**src/rtl/line_irq_gate_pkg.sv**
```systemverilog
package line_irq_gate_pkg;

  // Trigger style: bit 1 = high polarity, bit 0 = edge sensitive.
  typedef enum logic [1:0] {
    TRIG_LEVEL_LOW  = 2'd0,
    TRIG_EDGE_FALL  = 2'd1,
    TRIG_LEVEL_HIGH = 2'd2,
    TRIG_EDGE_RISE  = 2'd3
  } trig_mode_e;

  // Strobes and settings passed from register control to the datapath.
  typedef struct packed {
    logic       ackPulse;
    logic       enable;
    trig_mode_e mode;
  } gate_ctrl_t;

  localparam int unsigned OFS_CTRL       = 32'h00;
  localparam int unsigned OFS_PEND       = 32'h04;
  localparam int unsigned OFS_ENA_NARROW = 32'h08;
  localparam int unsigned OFS_ENA_WIDE   = 32'h34;

endpackage

```
**src/rtl/line_irq_gate_ctrl.sv**
```systemverilog
module line_irq_gate_ctrl
  import line_irq_gate_pkg::*;
#(
  parameter int unsigned ADDR_W  = 8,
  parameter int unsigned DATA_W  = 32,
  parameter bit          ENA_ALT = 1'b0
) (
  input  logic              clk,
  input  logic              rst_n,
  input  logic              busSel,
  input  logic              busWr,
  input  logic [ADDR_W-1:0] busAddr,
  input  logic [DATA_W-1:0] busWdata,
  input  logic              pendFlag,
  output logic [DATA_W-1:0] busRdata,
  output logic              busRvalid,
  output gate_ctrl_t        ctrlOut
);

  localparam logic [ADDR_W-1:0] CTRL_ADDR = ADDR_W'(OFS_CTRL);
  localparam logic [ADDR_W-1:0] PEND_ADDR = ADDR_W'(OFS_PEND);

  logic [ADDR_W-1:0] enaAddr;

  // The variant parameter picks where the enable register is decoded.
  generate
    if (ENA_ALT) begin : g_ena_wide
      assign enaAddr = ADDR_W'(OFS_ENA_WIDE);
    end else begin : g_ena_narrow
      assign enaAddr = ADDR_W'(OFS_ENA_NARROW);
    end
  endgenerate

  logic       hitCtrl, hitPend, hitEna;
  logic       wrAcc, rdAcc;
  trig_mode_e modeQ;
  logic       enQ;
  logic [DATA_W-1:0] rdNext;
  logic       unusedBits;

  assign hitCtrl = (busAddr == CTRL_ADDR);
  assign hitPend = (busAddr == PEND_ADDR);
  assign hitEna  = (busAddr == enaAddr);
  assign wrAcc   = busSel &  busWr;
  assign rdAcc   = busSel & ~busWr;

  assign unusedBits = ^busWdata[DATA_W-1:2];

  always_ff @(posedge clk or negedge rst_n) begin
    if (!rst_n) begin
      modeQ <= TRIG_LEVEL_LOW;
      enQ   <= 1'b0;
    end else begin
      if (wrAcc && hitCtrl) modeQ <= trig_mode_e'(busWdata[1:0]);
      if (wrAcc && hitEna)  enQ   <= busWdata[0];
    end
  end

  always_comb begin
    rdNext = '0;
    if (hitCtrl)      rdNext[1:0] = modeQ;
    else if (hitPend) rdNext[0]   = pendFlag;
    else if (hitEna)  rdNext[0]   = enQ;
  end

  always_ff @(posedge clk or negedge rst_n) begin
    if (!rst_n) begin
      busRdata  <= '0;
      busRvalid <= 1'b0;
    end else begin
      busRdata  <= rdAcc ? rdNext : '0;
      busRvalid <= rdAcc;
    end
  end

  assign ctrlOut.ackPulse = wrAcc & hitPend & busWdata[0];
  assign ctrlOut.enable   = enQ;
  assign ctrlOut.mode     = modeQ;

endmodule

```
**src/rtl/line_irq_gate_dp.sv**
```systemverilog
module line_irq_gate_dp
  import line_irq_gate_pkg::*;
#(
  parameter int unsigned SYNC_STAGES = 2
) (
  input  logic       clk,
  input  logic       rst_n,
  input  logic       irqIn,
  input  gate_ctrl_t ctrlIn,
  output logic       pendFlag,
  output logic       irqReq
);

  // Synchroniser resets to the idle-high value so the default
  // active-low style sees no event during reset release.
  logic [SYNC_STAGES-1:0] syncQ;
  logic lineNow, linePrev;
  logic highPol, edgeStyle;
  logic lineActive, prevActive, edgeHit;

  always_ff @(posedge clk or negedge rst_n) begin
    if (!rst_n) begin
      syncQ    <= '1;
      linePrev <= 1'b1;
    end else begin
      syncQ    <= {syncQ[SYNC_STAGES-2:0], irqIn};
      linePrev <= syncQ[SYNC_STAGES-1];
    end
  end

  assign lineNow    = syncQ[SYNC_STAGES-1];
  assign highPol    = ctrlIn.mode[1];
  assign edgeStyle  = ctrlIn.mode[0];
  assign lineActive = highPol ? lineNow  : ~lineNow;
  assign prevActive = highPol ? linePrev : ~linePrev;
  assign edgeHit    = lineActive & ~prevActive;

  always_ff @(posedge clk or negedge rst_n) begin
    if (!rst_n) begin
      pendFlag <= 1'b0;
    end else if (edgeStyle) begin
      pendFlag <= edgeHit | (pendFlag & ~ctrlIn.ackPulse);
    end else if (ctrlIn.ackPulse) begin
      pendFlag <= 1'b0;
    end else begin
      pendFlag <= pendFlag | lineActive;
    end
  end

  always_ff @(posedge clk or negedge rst_n) begin
    if (!rst_n) irqReq <= 1'b0;
    else        irqReq <= pendFlag & ctrlIn.enable;
  end

endmodule

```
**src/rtl/line_irq_gate.sv**
```systemverilog
module line_irq_gate
  import line_irq_gate_pkg::*;
#(
  parameter int unsigned ADDR_W      = 8,
  parameter int unsigned DATA_W      = 32,
  parameter bit          ENA_ALT     = 1'b0,
  parameter int unsigned SYNC_STAGES = 2
) (
  input  logic              clk,
  input  logic              rst_n,
  input  logic              irqIn,
  input  logic              busSel,
  input  logic              busWr,
  input  logic [ADDR_W-1:0] busAddr,
  input  logic [DATA_W-1:0] busWdata,
  output logic [DATA_W-1:0] busRdata,
  output logic              busRvalid,
  output logic              irqReq
);

  gate_ctrl_t gateCtrl;
  logic       pendFlag;

  line_irq_gate_ctrl #(
    .ADDR_W (ADDR_W),
    .DATA_W (DATA_W),
    .ENA_ALT(ENA_ALT)
  ) ctrl_i (
    .clk      (clk),
    .rst_n    (rst_n),
    .busSel   (busSel),
    .busWr    (busWr),
    .busAddr  (busAddr),
    .busWdata (busWdata),
    .pendFlag (pendFlag),
    .busRdata (busRdata),
    .busRvalid(busRvalid),
    .ctrlOut  (gateCtrl)
  );

  line_irq_gate_dp #(
    .SYNC_STAGES(SYNC_STAGES)
  ) dp_i (
    .clk     (clk),
    .rst_n   (rst_n),
    .irqIn   (irqIn),
    .ctrlIn  (gateCtrl),
    .pendFlag(pendFlag),
    .irqReq  (irqReq)
  );

endmodule

```
**config.mk**
```make
export PLATFORM = sky130hd
export DESIGN_NAME = line_irq_gate
export DESIGN_NICKNAME = d
export VERILOG_FILES = /design/src/rtl/line_irq_gate_pkg.sv /design/src/rtl/line_irq_gate_ctrl.sv /design/src/rtl/line_irq_gate_dp.sv /design/src/rtl/line_irq_gate.sv
export SDC_FILE = /design/constraint.sdc
export NUM_CORES = 1
export LEC_CHECK = 0
export CAP_MARGIN = 20
export CORE_ASPECT_RATIO = 1.25
export CORE_MARGIN = 1
export CORE_UTILIZATION = 30
export DETAILED_ROUTE_END_ITERATION = 10
export DONT_BUFFER_PORTS = 1
export GPL_TIMING_DRIVEN = 0
export PLACE_DENSITY = 0.47
export SYNTH_ARGS = -nofsm -noshare
export SYNTH_HDL_FRONTEND = slang
export SYNTH_HIERARCHICAL = 1
export SYNTH_SLANG_ARGS = --single-unit
```
**constraint.sdc**
```tcl
create_clock -name clk -period 1 [get_ports clk]
set_input_delay 0.05 -clock clk [delete_from_list [all_inputs] [get_ports clk]]
set_output_delay 0.05 -clock clk [all_outputs]
set_load 0.01 [all_outputs]
```
==> impl_results.html, run 1 <==
<table>
<tr><th>Metric</th><th>Value</th></tr>
<tr><th colspan="2">Yosys</th></tr>
<tr><td>Count of yosys warnings during synthesis</td><td>6</td></tr>
<tr><td>Combined area of all synthesized cells</td><td>719 µm²</td></tr>
<tr><td>Post-synthesis instance total</td><td>70</td></tr>
<tr><td>Share of the yosys chip area belonging to registers</td><td>38.8%</td></tr>
<tr><td>Syn avg cell area</td><td>10.3 µm²</td></tr>
<tr><td>Yosys top cell area share</td><td>32.3%</td></tr>
<tr><td>Synthesis-stage register bit count</td><td>11</td></tr>
<tr><td>Largest area contributor in the synthesized netlist</td><td>sky130_fd_sc_hd__buf_4</td></tr>
<tr><td>Dominant cells by area after synthesis</td><td>sky130_fd_sc_hd__buf_4 (32%), sky130_fd_sc_hd__dfrtp_1 (28%), sky130_fd_sc_hd__dfstp_2 (11%)</td></tr>
<tr><td>Distinct cell type count after synthesis</td><td>23</td></tr>
<tr><th colspan="2">Detailed routing</th></tr>
<tr><td>DRC violation count after routing</td><td>0</td></tr>
<tr><td>Number of vias after detailed routing</td><td>524</td></tr>
<tr><td>Starting DRT DRC Count</td><td>11</td></tr>
<tr><td>WL per Instance</td><td>8.55 µm</td></tr>
<tr><td>Detailed-router iteration count before antenna repair</td><td>4</td></tr>
<tr><td>Number of vias per cell</td><td>3.66</td></tr>
<tr><td>Post-route ant nets</td><td>0</td></tr>
<tr><td>WL final</td><td>1.22 mm</td></tr>
<tr><th colspan="2">Power and ir drop</th></tr>
<tr><td>Final Power</td><td>0.966 mW</td></tr>
<tr><td>Power density over cell area</td><td>968 nW/µm²</td></tr>
<tr><td>Static Leak</td><td>0.525 nW</td></tr>
<tr><td>Largest vdd supply drop</td><td>0.974 mV</td></tr>
<tr><th colspan="2">Floorplanning</th></tr>
<tr><td>Core Box Area</td><td>2230 µm²</td></tr>
<tr><td>Floorplan die area</td><td>2600 µm²</td></tr>
<tr><td>Vert. Die Dim</td><td>56.8 µm</td></tr>
<tr><td>Rows</td><td>19</td></tr>
<tr><td>Initial core utilization</td><td>32.2%</td></tr>
<tr><td>Top-Level Pins</td><td>79</td></tr>
<tr><td>Chip width</td><td>45.8 µm</td></tr>
<tr><th colspan="2">Critical path</th></tr>
<tr><td>Slowest stage delay, CP</td><td>570 ps</td></tr>
<tr><td>Path type of the worst setup path</td><td>in -&gt; reg</td></tr>
<tr><td>Crit-path slowest cell</td><td>sky130_fd_sc_hd__or4_4</td></tr>
<tr><td>CP Cell Sequence</td><td>or4_4 -&gt; nor3_4 -&gt; mux2_4</td></tr>
<tr><td>Nature of the critical path endpoint</td><td>flip-flop</td></tr>
<tr><td>Arrival time of data at the critical path endpoint</td><td>1210 ps</td></tr>
<tr><td>Crit start category</td><td>primary input</td></tr>
<tr><td>Register-to-Register Path Depth</td><td>3</td></tr>
<tr><td>Max FO, Critical Path</td><td>4</td></tr>
<tr><td>Worst Path Required</td><td>1140 ps</td></tr>
<tr><th colspan="2">STA</th></tr>
<tr><td>Hold Violations, Final</td><td>0</td></tr>
<tr><td>Final count of negative-setup-slack endpoints</td><td>2</td></tr>
<tr><td>Tmin final</td><td>1060 ps</td></tr>
<tr><td>Peak Freq</td><td>942 MHz</td></tr>
<tr><td>Worst setup margin</td><td>-61.1 ps</td></tr>
<tr><td>Layout Skew</td><td>1.76 ps</td></tr>
<tr><td>Setup repair after global routing missed its margin</td><td>true</td></tr>
<tr><td>Relative slew margins</td><td>66.7%</td></tr>
<tr><td>Final cycle utilization of the critical path</td><td>106%</td></tr>
<tr><td>Slew at the pin closest to its max-slew limit</td><td>498 ps</td></tr>
<tr><td>Slew Limit Fails</td><td>0</td></tr>
<tr><th colspan="2">Clock tree</th></tr>
<tr><td>Worst-skew pair later-pin latency</td><td>260 ps</td></tr>
<tr><td>H-tree depth reported by CTS</td><td>1</td></tr>
<tr><td>Clock sink count</td><td>11</td></tr>
<tr><td>Clock root buffer master</td><td>sky130_fd_sc_hd__clkbuf_4</td></tr>
<tr><td>Total clock buffers created by CTS</td><td>3</td></tr>
<tr><td>Longest Clk Path Bufs</td><td>2</td></tr>
<tr><td>Clock transition at the registers of the reported paths</td><td>60 ps</td></tr>
<tr><td>Clock tree from TritonCTS</td><td>yes</td></tr>
<tr><th colspan="2">Hold path</th></tr>
<tr><td>Worst min-delay path class</td><td>in -&gt; reg</td></tr>
<tr><td>Hold path depth</td><td>2</td></tr>
<tr><th colspan="2">Final layout</th></tr>
<tr><td>Area growth from synthesis to layout</td><td>38.8%</td></tr>
<tr><td>Layout cells sized above 1</td><td>40.2%</td></tr>
<tr><td>Ant diodes</td><td>0</td></tr>
<tr><td>Total number of nets in the final design</td><td>158</td></tr>
<tr><td>Fill cell total of the finished layout</td><td>236</td></tr>
<tr><td>Final cell area excluding filler cells</td><td>998 µm²</td></tr>
<tr><th colspan="2">Global route</th></tr>
<tr><td>Residual overflow from global routing</td><td>0</td></tr>
<tr><td>Number of global-route vias before repair</td><td>442</td></tr>
<tr><td>Initial antenna violation count</td><td>0</td></tr>
<tr><td>Pin count of the biggest net entering global routing</td><td>12</td></tr>
<tr><td>Total global routing track utilization</td><td>9.95%</td></tr>
<tr><td>Global-route wire length before repair</td><td>1.89 mm</td></tr>
<tr><th colspan="2">Placement</th></tr>
<tr><td>Buffers added on ports</td><td>0</td></tr>
<tr><td>Area post-placement</td><td>877 µm²</td></tr>
<tr><td>Final HPWL DP</td><td>919 µm</td></tr>
<tr><td>Gp weighted congestion</td><td>0.695</td></tr>
<tr><th colspan="2">Status</th></tr>
<tr><td>Result of the run</td><td>finished with violations</td></tr>
<tr><td>Failing checks</td><td>setup timing</td></tr>
<tr><th colspan="2">Job</th></tr>
<tr><td>Maxcap violations</td><td>0</td></tr>
</table>
-- layout make-up --
class                           count  area (µm²)  share of cell area (%)
Sequential cell                    11         279                    27.9
Buffer                             31         233                    23.3
Inverter                            2        7.51                   0.752
Multi-Input combinational cell     55         327                    32.7
Timing Repair Buffer                9        87.6                    8.77
Clock buffer                        4        26.3                    2.63
Tap cell                           31        38.8                    3.88
-- worst max-delay path: cells and delay by family --
kind | cells | cell delay, ps
muxes | 1 | 330
and+or+nand+nor | 2 | 830
-- cell usage after synthesis --
master and number:
sky130_fd_sc_hd__buf_4 31, sky130_fd_sc_hd__dfrtp_1 8, sky130_fd_sc_hd__dfstp_2 3, sky130_fd_sc_hd__mux2_1 3, sky130_fd_sc_hd__nor3_1 3, sky130_fd_sc_hd__inv_1 2
sky130_fd_sc_hd__nand2_1 2, sky130_fd_sc_hd__nor2b_1 2, sky130_fd_sc_hd__or4_4 2, sky130_fd_sc_hd__and2_1 1, sky130_fd_sc_hd__and3_1 1, sky130_fd_sc_hd__conb_1 1
sky130_fd_sc_hd__nand4b_1 1, sky130_fd_sc_hd__nor2_1 1, sky130_fd_sc_hd__nor3_4 1, sky130_fd_sc_hd__nor3b_1 1, sky130_fd_sc_hd__nor4_1 1, sky130_fd_sc_hd__o2111a_1 1
sky130_fd_sc_hd__o2111ai_1 1, sky130_fd_sc_hd__o21ai_0 1, sky130_fd_sc_hd__o22ai_1 1, sky130_fd_sc_hd__o311ai_1 1, sky130_fd_sc_hd__or4b_1 1
-- power by group --
part / switching, mW / internal (mW) / total [mW] / leakage [nW]
Clock: 0.132 / 0.154 / 0.286 / 0.0150
Sequential: 0.00908 / 0.462 / 0.472 / 0.137
Combinational: 0.0932 / 0.115 / 0.208 / 0.374
-- final timing paths --
path | from | endpoint | slack (ps)
max | busAddr[4] | ctrl_i/modeQ[0] | -60
min | busAddr[2] | ctrl_i/busRdata[0] | 30
max reg2reg | dp_i/syncQ[1] | dp_i/pendFlag | 50
min reg2reg | dp_i/syncQ[0] | dp_i/syncQ[1] | 360
max in group asynchronous | rst_n | dp_i/syncQ[0] | 450
min in group asynchronous | rst_n | ctrl_i/busRvalid | 190
-- logic make-up after synthesis --
| logic type | Yosys count | share of synthesized area, % |
|---|---|---|
| flip-flops | 11 | 38.8 |
| buffers and inverters | 33 | 33.4 |
| AND/OR/NAND/NOR | 17 | 17.0 |
| multiplexers | 3 | 4.70 |
| AO/OA/AOI/OAI | 5 | 5.57 |
| other | 1 | 0.521 |
-- through the flow --
stage | setup slack, ps | utilization [%] | instances | hold slack, ps | setup TNS [ps]
after detailed placement | -324 | 39.2 | 130 | -245 | -1540
after global routing | -60.2 | 44.7 | 143 | 25.9 | -159
after floorplan | -256 | - | 99 | -246 | -1110
after global placement | -308 | 39.2 | 130 | -245 | -1570
after CTS | -37.1 | 44.0 | 142 | 18.9 | -61.5
final | -61.1 | 44.7 | 143 | 26.5 | -117
-- per-layer routing --
metal	GRT usage (%)	wire length [µm]	vias up	part of all wire, %
met2	16.9	647	33	53
met4	2.52	10	0	0.82
met5	0	0	-	0
met3	5.14	120	2	9.8
li1	-	-	266	-
met1	10.4	443	223	36
-- state kept, by name (all words and copies together) (netlist names) --
| register | cells |
|---|---|
| ctrl_i/busRdata | 2 |
| ctrl_i/busRvalid | 1 |
| ctrl_i/enQ | 1 |
| ctrl_i/modeQ | 2 |
| dp_i/irqReq | 1 |
| dp_i/linePrev | 1 |
| dp_i/pendFlag | 1 |
| dp_i/syncQ | 2 |
-- what timing repair did --
| action | CTS | global route |
|---|---|---|
| endpoints found under the hold margin | 17 | 0 |
| setup endpoints to repair | 3 | 3 |
| pin swaps | 0 | 1 |
| hold buffers | 8 | 0 |
| resized for setup | 1 | 2 |
| buffers inserted | 0 | 1 |
-- cell usage in the layout, fill, tap and decap left out --
master and instances:
sky130_fd_sc_hd__o22ai_1 1, sky130_fd_sc_hd__o2111ai_1 1, sky130_fd_sc_hd__nor4_1 1, sky130_fd_sc_hd__clkbuf_4 3, sky130_fd_sc_hd__o311ai_1 1, sky130_fd_sc_hd__and3_1 1, sky130_fd_sc_hd__o21ai_1 1, sky130_fd_sc_hd__conb_1 30
sky130_fd_sc_hd__mux2_4 2, sky130_fd_sc_hd__mux2_1 1, sky130_fd_sc_hd__or4_4 2, sky130_fd_sc_hd__or4b_1 1, sky130_fd_sc_hd__nor3_4 1, sky130_fd_sc_hd__nand2_1 2, sky130_fd_sc_hd__nor3_2 2, sky130_fd_sc_hd__o2111a_1 1
sky130_fd_sc_hd__clkbuf_1 1, sky130_fd_sc_hd__buf_4 32, sky130_fd_sc_hd__nor2b_1 2, sky130_fd_sc_hd__dfrtp_1 8, sky130_fd_sc_hd__dfstp_2 3, sky130_fd_sc_hd__nand4b_1 1, sky130_fd_sc_hd__nor3b_1 1, sky130_fd_sc_hd__nor3_1 1
sky130_fd_sc_hd__and2_1 1, sky130_fd_sc_hd__inv_1 2, sky130_fd_sc_hd__dlygate4sd3_1 8, sky130_fd_sc_hd__nor2_1 1
No activity file was read; power rests on OpenSTA's default activity.
==> run 2, diff against run 1 <==
--- a/config.mk
+++ b/config.mk
@@ -6,13 +6,13 @@
 export NUM_CORES = 1
 export LEC_CHECK = 0
 export CAP_MARGIN = 20
-export CORE_ASPECT_RATIO = 1.25
 export CORE_MARGIN = 1
 export CORE_UTILIZATION = 30
 export DETAILED_ROUTE_END_ITERATION = 10
 export DONT_BUFFER_PORTS = 1
 export GPL_TIMING_DRIVEN = 0
 export PLACE_DENSITY = 0.47
+export RECOVER_POWER = 50
 export SYNTH_ARGS = -nofsm -noshare
 export SYNTH_HDL_FRONTEND = slang
 export SYNTH_HIERARCHICAL = 1
==> impl_results.html, run 2 (synthesized netlist as in run 1, its figures left out) <==
<table>
<tr><th>Metric</th><th>Value</th></tr>
<tr><th colspan="2">Global route</th></tr>
<tr><td>Residual overflow from global routing</td><td>0 (unchanged)</td></tr>
<tr><td>Total global routing track utilization</td><td>10.6% (+0.61 points)</td></tr>
<tr><td>Initial antenna violation count</td><td>0 (unchanged)</td></tr>
<tr><td>Global-route wire length before repair</td><td>1.90 mm (+0.37%)</td></tr>
<tr><td>Number of global-route vias before repair</td><td>434 (-1.8%)</td></tr>
<tr><td>Pin count of the biggest net entering global routing</td><td>12 (unchanged)</td></tr>
<tr><th colspan="2">Power and ir drop</th></tr>
<tr><td>Share of power burned in combinational logic</td><td>22.0% (+0.4 points)</td></tr>
<tr><td>Final Power</td><td>0.994 mW (+2.9%)</td></tr>
<tr><td>Internal power</td><td>0.739 mW (+1.1%)</td></tr>
<tr><td>Switching share of power</td><td>25.6% (+1.4 points)</td></tr>
<tr><td>Sequential share of power</td><td>47.4% (-1.4 points)</td></tr>
<tr><td>Net load switching power</td><td>0.255 mW (+8.8%)</td></tr>
<tr><td>Static Leak</td><td>0.538 nW (+2.4%)</td></tr>
<tr><td>Share of total power in the clock network</td><td>30.6% (+1.0 points)</td></tr>
<tr><td>Power density over cell area</td><td>970 nW/µm² (+0.30%)</td></tr>
<tr><td>Largest vdd supply drop</td><td>0.543 mV (-44%)</td></tr>
<tr><th colspan="2">Placement</th></tr>
<tr><td>Buffers added on ports</td><td>0 (unchanged)</td></tr>
<tr><td>Area post-placement</td><td>873 µm² (-0.43%)</td></tr>
<tr><td>Gp weighted congestion</td><td>0.754 (+8.5%)</td></tr>
<tr><th colspan="2">STA</th></tr>
<tr><td>Final count of negative-setup-slack endpoints</td><td>2 (unchanged)</td></tr>
<tr><td>Worst setup margin</td><td>-21.3 ps (+39.8 ps)</td></tr>
<tr><td>Relative slew margins</td><td>65.3% (-1.4 points)</td></tr>
<tr><td>Tmin final</td><td>1020 ps (-39.8 ps)</td></tr>
<tr><td>Slew Limit Fails</td><td>0 (unchanged)</td></tr>
<tr><td>Hold Violations, Final</td><td>0 (unchanged)</td></tr>
<tr><td>Peak Freq</td><td>979 MHz (+3.9%)</td></tr>
<tr><td>Final total negative setup slack</td><td>-37.3 ps (+80.0 ps)</td></tr>
<tr><td>Setup repair after global routing missed its margin</td><td>true</td></tr>
<tr><td>Layout Skew</td><td>4.69 ps (+2.93 ps)</td></tr>
<tr><td>Slew at the pin closest to its max-slew limit</td><td>519 ps (+21.0 ps)</td></tr>
<tr><td>Final cycle utilization of the critical path</td><td>102% (-4.0 points)</td></tr>
<tr><th colspan="2">Detailed routing</th></tr>
<tr><td>WL per Instance</td><td>9.26 µm (+8.3%)</td></tr>
<tr><td>WL final</td><td>1.32 mm (+8.3%)</td></tr>
<tr><td>Number of vias per cell</td><td>3.62 (-1.1%)</td></tr>
<tr><td>DRC violation count after routing</td><td>0 (unchanged)</td></tr>
<tr><td>Number of vias after detailed routing</td><td>518 (-1.1%)</td></tr>
<tr><td>Detailed-router iteration count before antenna repair</td><td>2 (-2)</td></tr>
<tr><td>Post-route ant nets</td><td>0 (unchanged)</td></tr>
<tr><td>Starting DRT DRC Count</td><td>1 (-10)</td></tr>
<tr><th colspan="2">Final layout</th></tr>
<tr><td>Commonest non-fill, non-tap cell in the layout</td><td>sky130_fd_sc_hd__buf_4</td></tr>
<tr><td>Fill cell total of the finished layout</td><td>223 (-5.5%)</td></tr>
<tr><td>Ant diodes</td><td>0 (unchanged)</td></tr>
<tr><td>Leading cell types in the layout, fill and taps excluded</td><td>sky130_fd_sc_hd__buf_4 (32), sky130_fd_sc_hd__conb_1 (30), sky130_fd_sc_hd__dlygate4sd3_1 (11), sky130_fd_sc_hd__dfrtp_1 (8)</td></tr>
<tr><td>Utilization of the core after routing</td><td>45.9% (+1.2 points)</td></tr>
<tr><td>Storage element area</td><td>279 µm² (unchanged)</td></tr>
<tr><td>Layout cells sized above 1</td><td>39.1% (-1.0 points)</td></tr>
<tr><td>Area growth from synthesis to layout</td><td>42.4%</td></tr>
<tr><td>Total number of nets in the final design</td><td>161 (+1.9%)</td></tr>
<tr><td>Final cell area excluding filler cells</td><td>1020 µm² (+2.6%)</td></tr>
<tr><td>Footprint of the multi-input gates</td><td>327 µm² (unchanged)</td></tr>
<tr><td>Largest regs</td><td>ctrl_i/busRdata x2, ctrl_i/modeQ x2, dp_i/syncQ x2</td></tr>
<tr><th colspan="2">Clock tree</th></tr>
<tr><td>Clock root buffer master</td><td>sky130_fd_sc_hd__clkbuf_4</td></tr>
<tr><td>Longest Clk Path Bufs</td><td>2 (unchanged)</td></tr>
<tr><td>H-tree depth reported by CTS</td><td>1 (unchanged)</td></tr>
<tr><td>Worst-skew pair later-pin latency</td><td>270 ps (about the same)</td></tr>
<tr><td>Total clock buffers created by CTS</td><td>3 (unchanged)</td></tr>
<tr><td>Clock tree from TritonCTS</td><td>yes</td></tr>
<tr><td>Clock sink count</td><td>11 (unchanged)</td></tr>
<tr><td>Clock transition at the registers of the reported paths</td><td>70 ps (about the same)</td></tr>
<tr><th colspan="2">Floorplanning</th></tr>
<tr><td>Vert. Die Dim</td><td>51.0 µm (-10%)</td></tr>
<tr><td>Rows</td><td>17 (-2)</td></tr>
<tr><td>Initial core utilization</td><td>32.2% (about the same)</td></tr>
<tr><td>Floorplan die area</td><td>2600 µm² (about the same)</td></tr>
<tr><td>Core Box Area</td><td>2230 µm² (about the same)</td></tr>
<tr><td>Top-Level Pins</td><td>79 (unchanged)</td></tr>
<tr><td>Chip width</td><td>51.0 µm (+11%)</td></tr>
<tr><th colspan="2">Critical path</th></tr>
<tr><td>Nature of the critical path endpoint</td><td>flip-flop</td></tr>
<tr><td>Crit-path slowest cell</td><td>sky130_fd_sc_hd__or4_4</td></tr>
<tr><td>Register-to-Register Path Depth</td><td>3 (unchanged)</td></tr>
<tr><td>CP Cell Sequence</td><td>or4_4 -&gt; nor3_4 -&gt; mux2_4</td></tr>
<tr><td>Slowest stage delay, CP</td><td>560 ps (about the same)</td></tr>
<tr><td>Path type of the worst setup path</td><td>in -&gt; reg</td></tr>
<tr><td>Endpoint of the worst register-to-register path</td><td>dp_i/pendFlag</td></tr>
<tr><td>Worst setup slack for register-to-register paths</td><td>60 ps (about the same)</td></tr>
<tr><td>Reg-to-Reg Start</td><td>dp_i/syncQ[1]</td></tr>
<tr><td>Beginning of the critical path</td><td>busAddr[4]</td></tr>
<tr><td>Worst Path Required</td><td>1150 ps (about the same)</td></tr>
<tr><td>Arrival time of data at the critical path endpoint</td><td>1180 ps (-30 ps)</td></tr>
<tr><td>Critical path destination</td><td>ctrl_i/modeQ[1]</td></tr>
<tr><td>Max FO, Critical Path</td><td>4 (unchanged)</td></tr>
<tr><td>Crit start category</td><td>primary input</td></tr>
<tr><th colspan="2">Status</th></tr>
<tr><td>Result of the run</td><td>finished with violations</td></tr>
<tr><td>Failing checks</td><td>setup timing</td></tr>
<tr><th colspan="2">Hold path</th></tr>
<tr><td>Hold path depth</td><td>2 (unchanged)</td></tr>
<tr><td>Start point of the worst hold path</td><td>busAddr[3]</td></tr>
<tr><td>Worst min-delay path class</td><td>in -&gt; reg</td></tr>
<tr><th colspan="2">Job</th></tr>
<tr><td>Maxcap violations</td><td>0 (unchanged)</td></tr>
</table>
run 2: cell types whose count changed in the layout (fill, tap and decap cells not counted), sizes merged:
cell / delta
dlygate4sd3: +3
run 2: layer usage:
metal	up-vias	global-route usage [%]	part of all wire, %
li1	269	-	-
met1	211	11.1	41
met2	34	16.4	45
met3	4	5.36	12
met4	0	6.94	1.9
met5	-	0	0
run 2: critical path, delay by kind of cell:
kind	cells	cell delay [ps]
multiplexers	1	320
AND/OR/NAND/NOR	2	800
run 2: timing repair:
item | CTS | global route
gates resized for setup | 0 | 3
hold endpoints to repair | 18 | 0
hold buffers | 11 | 0
endpoints found under the setup margin | 3 | 4
setup buffers | 1 | 0
run 2: power by group through the flow:
stage	registers, mW	logic (mW)	clock network [mW]
after detailed placement	0.481	0.164	0
after floorplan	0.478	0.161	0
after CTS	0.471	0.212	0.328
after global routing	0.474	0.236	0.348
final	0.472	0.218	0.305
after global placement	0.480	0.163	0
run 2: metrics by stage:
stage          setup slack [ps]  instances  hold WS, ps
2_1_floorplan              -256         99         -246
3_3_place_gp               -303        127         -245
3_5_place_dp               -312        127         -245
4_1_cts                   -14.7        143         23.0
5_1_grt                   -19.3        143         16.1
6_report                  -21.3        143         36.5
run 2: how the worst min path moves through the flow:
stage | endpoint | slack [ps]
after floorplan | ctrl_i/busRdata[0] | -250
after global placement | dp_i/irqReq | -250
after detailed placement | dp_i/irqReq | -250
after CTS | ctrl_i/busRdata[0] | 20
after global routing | ctrl_i/busRdata[0] | 20
final | ctrl_i/busRdata[0] | 40
run 2: layout make-up:
type	instances	share of cell area [%]
multi-input cells	55	31.9
flip-flops and latches	11	27.2
plain buffers	31	22.7
repair buffers	12	11.5
well taps	28	3.42
clock buffers	4	2.56
inverters	2	0.733
==> run 3, diff against run 2 <==
--- a/config.mk
+++ b/config.mk
@@ -15,5 +15,4 @@
 export RECOVER_POWER = 50
 export SYNTH_ARGS = -nofsm -noshare
 export SYNTH_HDL_FRONTEND = slang
-export SYNTH_HIERARCHICAL = 1
 export SYNTH_SLANG_ARGS = --single-unit
==> impl_results.html, run 3 <==
<table>
<tr><th>Metric</th><th>Value</th></tr>
<tr><th colspan="2">Yosys</th></tr>
<tr><td>Share of the yosys chip area belonging to registers</td><td>38.8% (unchanged)</td></tr>
<tr><td>Combined area of all synthesized cells</td><td>719 µm² (unchanged)</td></tr>
<tr><td>Syn avg cell area</td><td>10.1 µm² (-1.4%)</td></tr>
<tr><td>Post-synthesis instance total</td><td>71 (+1.4%)</td></tr>
<tr><td>Yosys top cell area share</td><td>31.3% (-1.0 points)</td></tr>
<tr><td>Synthesis-stage register bit count</td><td>11 (unchanged)</td></tr>
<tr><td>Async set-or-reset flop fraction in the synthesized netlist</td><td>100% (unchanged)</td></tr>
<tr><td>Dominant cells by area after synthesis</td><td>sky130_fd_sc_hd__buf_4 (31%), sky130_fd_sc_hd__dfrtp_1 (28%), sky130_fd_sc_hd__dfstp_2 (11%)</td></tr>
<tr><td>Ranking of synthesized cells by instance count</td><td>sky130_fd_sc_hd__buf_4 (30), sky130_fd_sc_hd__dfrtp_1 (8), sky130_fd_sc_hd__dfstp_2 (3), sky130_fd_sc_hd__mux2_1 (3), sky130_fd_sc_hd__nand2_1 (3)</td></tr>
<tr><td>Synth Flop Type</td><td>sky130_fd_sc_hd__dfrtp_1</td></tr>
<tr><td>Number of enable-type register cells in the synthesized netlist</td><td>0 (unchanged)</td></tr>
<tr><td>Count of yosys warnings during synthesis</td><td>0 (-6)</td></tr>
<tr><td>Distinct cell type count after synthesis</td><td>24 (+4.3%)</td></tr>
<tr><td>Largest area contributor in the synthesized netlist</td><td>sky130_fd_sc_hd__buf_4</td></tr>
<tr><td>Most common cell in the netlist</td><td>sky130_fd_sc_hd__buf_4</td></tr>
<tr><th colspan="2">Floorplanning</th></tr>
<tr><td>Core Box Area</td><td>2230 µm² (unchanged)</td></tr>
<tr><td>Initial core utilization</td><td>32.2% (unchanged)</td></tr>
<tr><td>Top-Level Pins</td><td>79 (unchanged)</td></tr>
<tr><td>Chip width</td><td>51.0 µm (unchanged)</td></tr>
<tr><td>Vert. Die Dim</td><td>51.0 µm (unchanged)</td></tr>
<tr><td>Floorplan die area</td><td>2600 µm² (unchanged)</td></tr>
<tr><td>Rows</td><td>17 (unchanged)</td></tr>
<tr><th colspan="2">Placement</th></tr>
<tr><td>Gp weighted congestion</td><td>0.832 (+10%)</td></tr>
<tr><td>Final HPWL DP</td><td>895 µm</td></tr>
<tr><td>Buffers added on ports</td><td>0 (unchanged)</td></tr>
<tr><td>Setup slack at placement</td><td>-301 ps (+11.7 ps)</td></tr>
<tr><th colspan="2">Critical path</th></tr>
<tr><td>Max FO, Critical Path</td><td>4 (unchanged)</td></tr>
<tr><td>Arrival time of data at the critical path endpoint</td><td>1170 ps (about the same)</td></tr>
<tr><td>Crit start category</td><td>primary input</td></tr>
<tr><td>Nature of the critical path endpoint</td><td>flip-flop</td></tr>
<tr><td>Path type of the worst setup path</td><td>in -&gt; reg</td></tr>
<tr><td>Worst setup slack for register-to-register paths</td><td>20 ps (-40 ps)</td></tr>
<tr><td>Worst Path Required</td><td>1150 ps (about the same)</td></tr>
<tr><th colspan="2">STA</th></tr>
<tr><td>Hold Violations, Final</td><td>0 (unchanged)</td></tr>
<tr><td>Worst setup margin</td><td>-14.4 ps (+6.90 ps)</td></tr>
<tr><td>Worst Hold Margin</td><td>27.2 ps (-9.36 ps)</td></tr>
<tr><td>Final cycle utilization of the critical path</td><td>101% (-0.69 points)</td></tr>
<tr><td>Slew Limit Fails</td><td>0 (unchanged)</td></tr>
<tr><td>Final count of negative-setup-slack endpoints</td><td>2 (unchanged)</td></tr>
<tr><td>Peak Freq</td><td>986 MHz (+0.68%)</td></tr>
<tr><td>Setup repair after global routing missed its margin</td><td>true</td></tr>
<tr><td>Tmin final</td><td>1010 ps (-6.90 ps)</td></tr>
<tr><td>Layout Skew</td><td>1.26 ps (-3.42 ps)</td></tr>
<tr><th colspan="2">Detailed routing</th></tr>
<tr><td>WL final</td><td>1.17 mm (-11%)</td></tr>
<tr><td>Number of vias per cell</td><td>3.73 (+3.0%)</td></tr>
<tr><td>WL per Instance</td><td>8.26 µm (-11%)</td></tr>
<tr><td>Detailed-router iteration count before antenna repair</td><td>4 (+2)</td></tr>
<tr><td>Starting DRT DRC Count</td><td>4 (+3)</td></tr>
<tr><td>DRC violation count after routing</td><td>0 (unchanged)</td></tr>
<tr><td>Post-route ant nets</td><td>0 (unchanged)</td></tr>
<tr><td>Number of vias after detailed routing</td><td>530 (+2.3%)</td></tr>
<tr><th colspan="2">Clock tree</th></tr>
<tr><td>Post-CTS Setup Bufs</td><td>0 (-1)</td></tr>
<tr><td>Worst-skew pair later-pin latency</td><td>270 ps (about the same)</td></tr>
<tr><td>Clock root buffer master</td><td>sky130_fd_sc_hd__clkbuf_4</td></tr>
<tr><td>Clock tree from TritonCTS</td><td>yes</td></tr>
<tr><td>Clock sink count</td><td>11 (unchanged)</td></tr>
<tr><td>Clock transition at the registers of the reported paths</td><td>70 ps (about the same)</td></tr>
<tr><td>H-tree depth reported by CTS</td><td>1 (unchanged)</td></tr>
<tr><td>Total clock buffers created by CTS</td><td>3 (unchanged)</td></tr>
<tr><td>Longest Clk Path Bufs</td><td>2 (unchanged)</td></tr>
<tr><th colspan="2">Global route</th></tr>
<tr><td>Residual overflow from global routing</td><td>0 (unchanged)</td></tr>
<tr><td>Number of global-route vias before repair</td><td>485 (+12%)</td></tr>
<tr><td>Initial antenna violation count</td><td>0 (unchanged)</td></tr>
<tr><td>Global-route wire length before repair</td><td>2.06 mm (+8.4%)</td></tr>
<tr><td>Pin count of the biggest net entering global routing</td><td>12 (unchanged)</td></tr>
<tr><td>Total global routing track utilization</td><td>11.2% (+0.61 points)</td></tr>
<tr><th colspan="2">Final layout</th></tr>
<tr><td>Fill cell total of the finished layout</td><td>234 (+4.9%)</td></tr>
<tr><td>Utilization of the core after routing</td><td>45.6% (-0.28 points)</td></tr>
<tr><td>Leading cell types in the layout, fill and taps excluded</td><td>sky130_fd_sc_hd__buf_4 (30), sky130_fd_sc_hd__conb_1 (30), sky130_fd_sc_hd__dlygate4sd3_1 (10), sky130_fd_sc_hd__dfrtp_1 (8)</td></tr>
<tr><td>Area growth from synthesis to layout</td><td>41.6%</td></tr>
<tr><td>Largest regs</td><td>ctrl_i.busRdata x2, ctrl_i.modeQ x2, dp_i.syncQ x2</td></tr>
<tr><td>Ant diodes</td><td>0 (unchanged)</td></tr>
<tr><td>Layout cells sized above 1</td><td>38.6% (-0.53 points)</td></tr>
<tr><td>Total number of nets in the final design</td><td>160 (-0.62%)</td></tr>
<tr><th colspan="2">Status</th></tr>
<tr><td>Failing checks</td><td>setup timing</td></tr>
<tr><td>Result of the run</td><td>finished with violations</td></tr>
<tr><th colspan="2">Hold path</th></tr>
<tr><td>Worst min-delay path class</td><td>in -&gt; reg</td></tr>
<tr><th colspan="2">Power and ir drop</th></tr>
<tr><td>Power density over cell area</td><td>970 nW/µm² (about the same)</td></tr>
<tr><td>Final Power</td><td>0.988 mW (-0.70%)</td></tr>
<tr><td>Static Leak</td><td>0.541 nW (+0.69%)</td></tr>
<tr><td>Largest vdd supply drop</td><td>0.571 mV (+5.1%)</td></tr>
<tr><th colspan="2">Job</th></tr>
<tr><td>Maxcap violations</td><td>0 (unchanged)</td></tr>
</table>
==> run 3: final timing paths <==
check,start,to,cells after the start
max,busAddr[5],ctrl_i.modeQ[1],3
min,busAddr[2],ctrl_i.busRdata[0],2
max reg2reg,dp_i.syncQ[1],dp_i.pendFlag,3
min reg2reg,dp_i.syncQ[0],dp_i.syncQ[1],0
max in group asynchronous,rst_n,dp_i.syncQ[1],1
min in group asynchronous,rst_n,dp_i.pendFlag,1
==> run 3: critical path, stage by stage <==
cell and delay, ps:
sky130_fd_sc_hd__or4_4 560, sky130_fd_sc_hd__nor3_4 220, sky130_fd_sc_hd__mux2_1 330
==> run 3: cell families after synthesis <==
group                     after synthesis  share of synthesized area (%)
AOI/OAI and AO/OA                       5                           5.22
xor gates and xnor gates                1                           1.22
buffers and inverters                  32                           32.3
DFF                                    11                           38.8
muxes                                   3                           4.70
other                                   1                          0.521
and+or+nand+nor                        18                           17.2
==> run 3: report_power, final <==
| part | switching (mW) | total [mW] | leakage (nW) | internal [mW] |
|---|---|---|---|---|
| Sequential | 0.0116 | 0.474 | 0.137 | 0.463 |
| Combinational | 0.0950 | 0.217 | 0.390 | 0.122 |
| Clock | 0.142 | 0.297 | 0.0150 | 0.155 |
==> run 3: timing repair <==
| item | 4_1_cts | 5_1_grt |
|---|---|---|
| pin swaps | 0 | 2 |
| endpoints found under the hold margin | 18 | 0 |
| resized for setup | 0 | 4 |
| setup endpoints to repair | 1 | 4 |
| hold buffers | 10 | 0 |
==> run 3: stage by stage <==
stage / cell area [µm²] / setup TNS [ps] / std cells
floorplan: 833 / -935 / 100
global placement: 868 / -1370 / 128
detailed placement: 868 / -1330 / 128
CTS: 995 / -5.56 / 142
global route: 1020 / -58.0 / 142
finish: 1020 / -27.5 / 142
==> run 3: area by class of cell <==
class,instances,area [µm²],area share [%]
plain buffers,30,225,22.1
clock buffers,4,26.3,2.58
inverters,2,7.51,0.737
flip-flops and latches,11,279,27.4
multi-input cells,57,345,33.9
repair buffers,10,100,9.83
well taps,28,35.0,3.44
==> run 3: routing by layer <==
metal / track usage (%) / wire [µm]
met5: 0 / 0
met4: 4.17 / 0
met3: 7.14 / 164
met2: 17.5 / 554
met1: 11.9 / 454
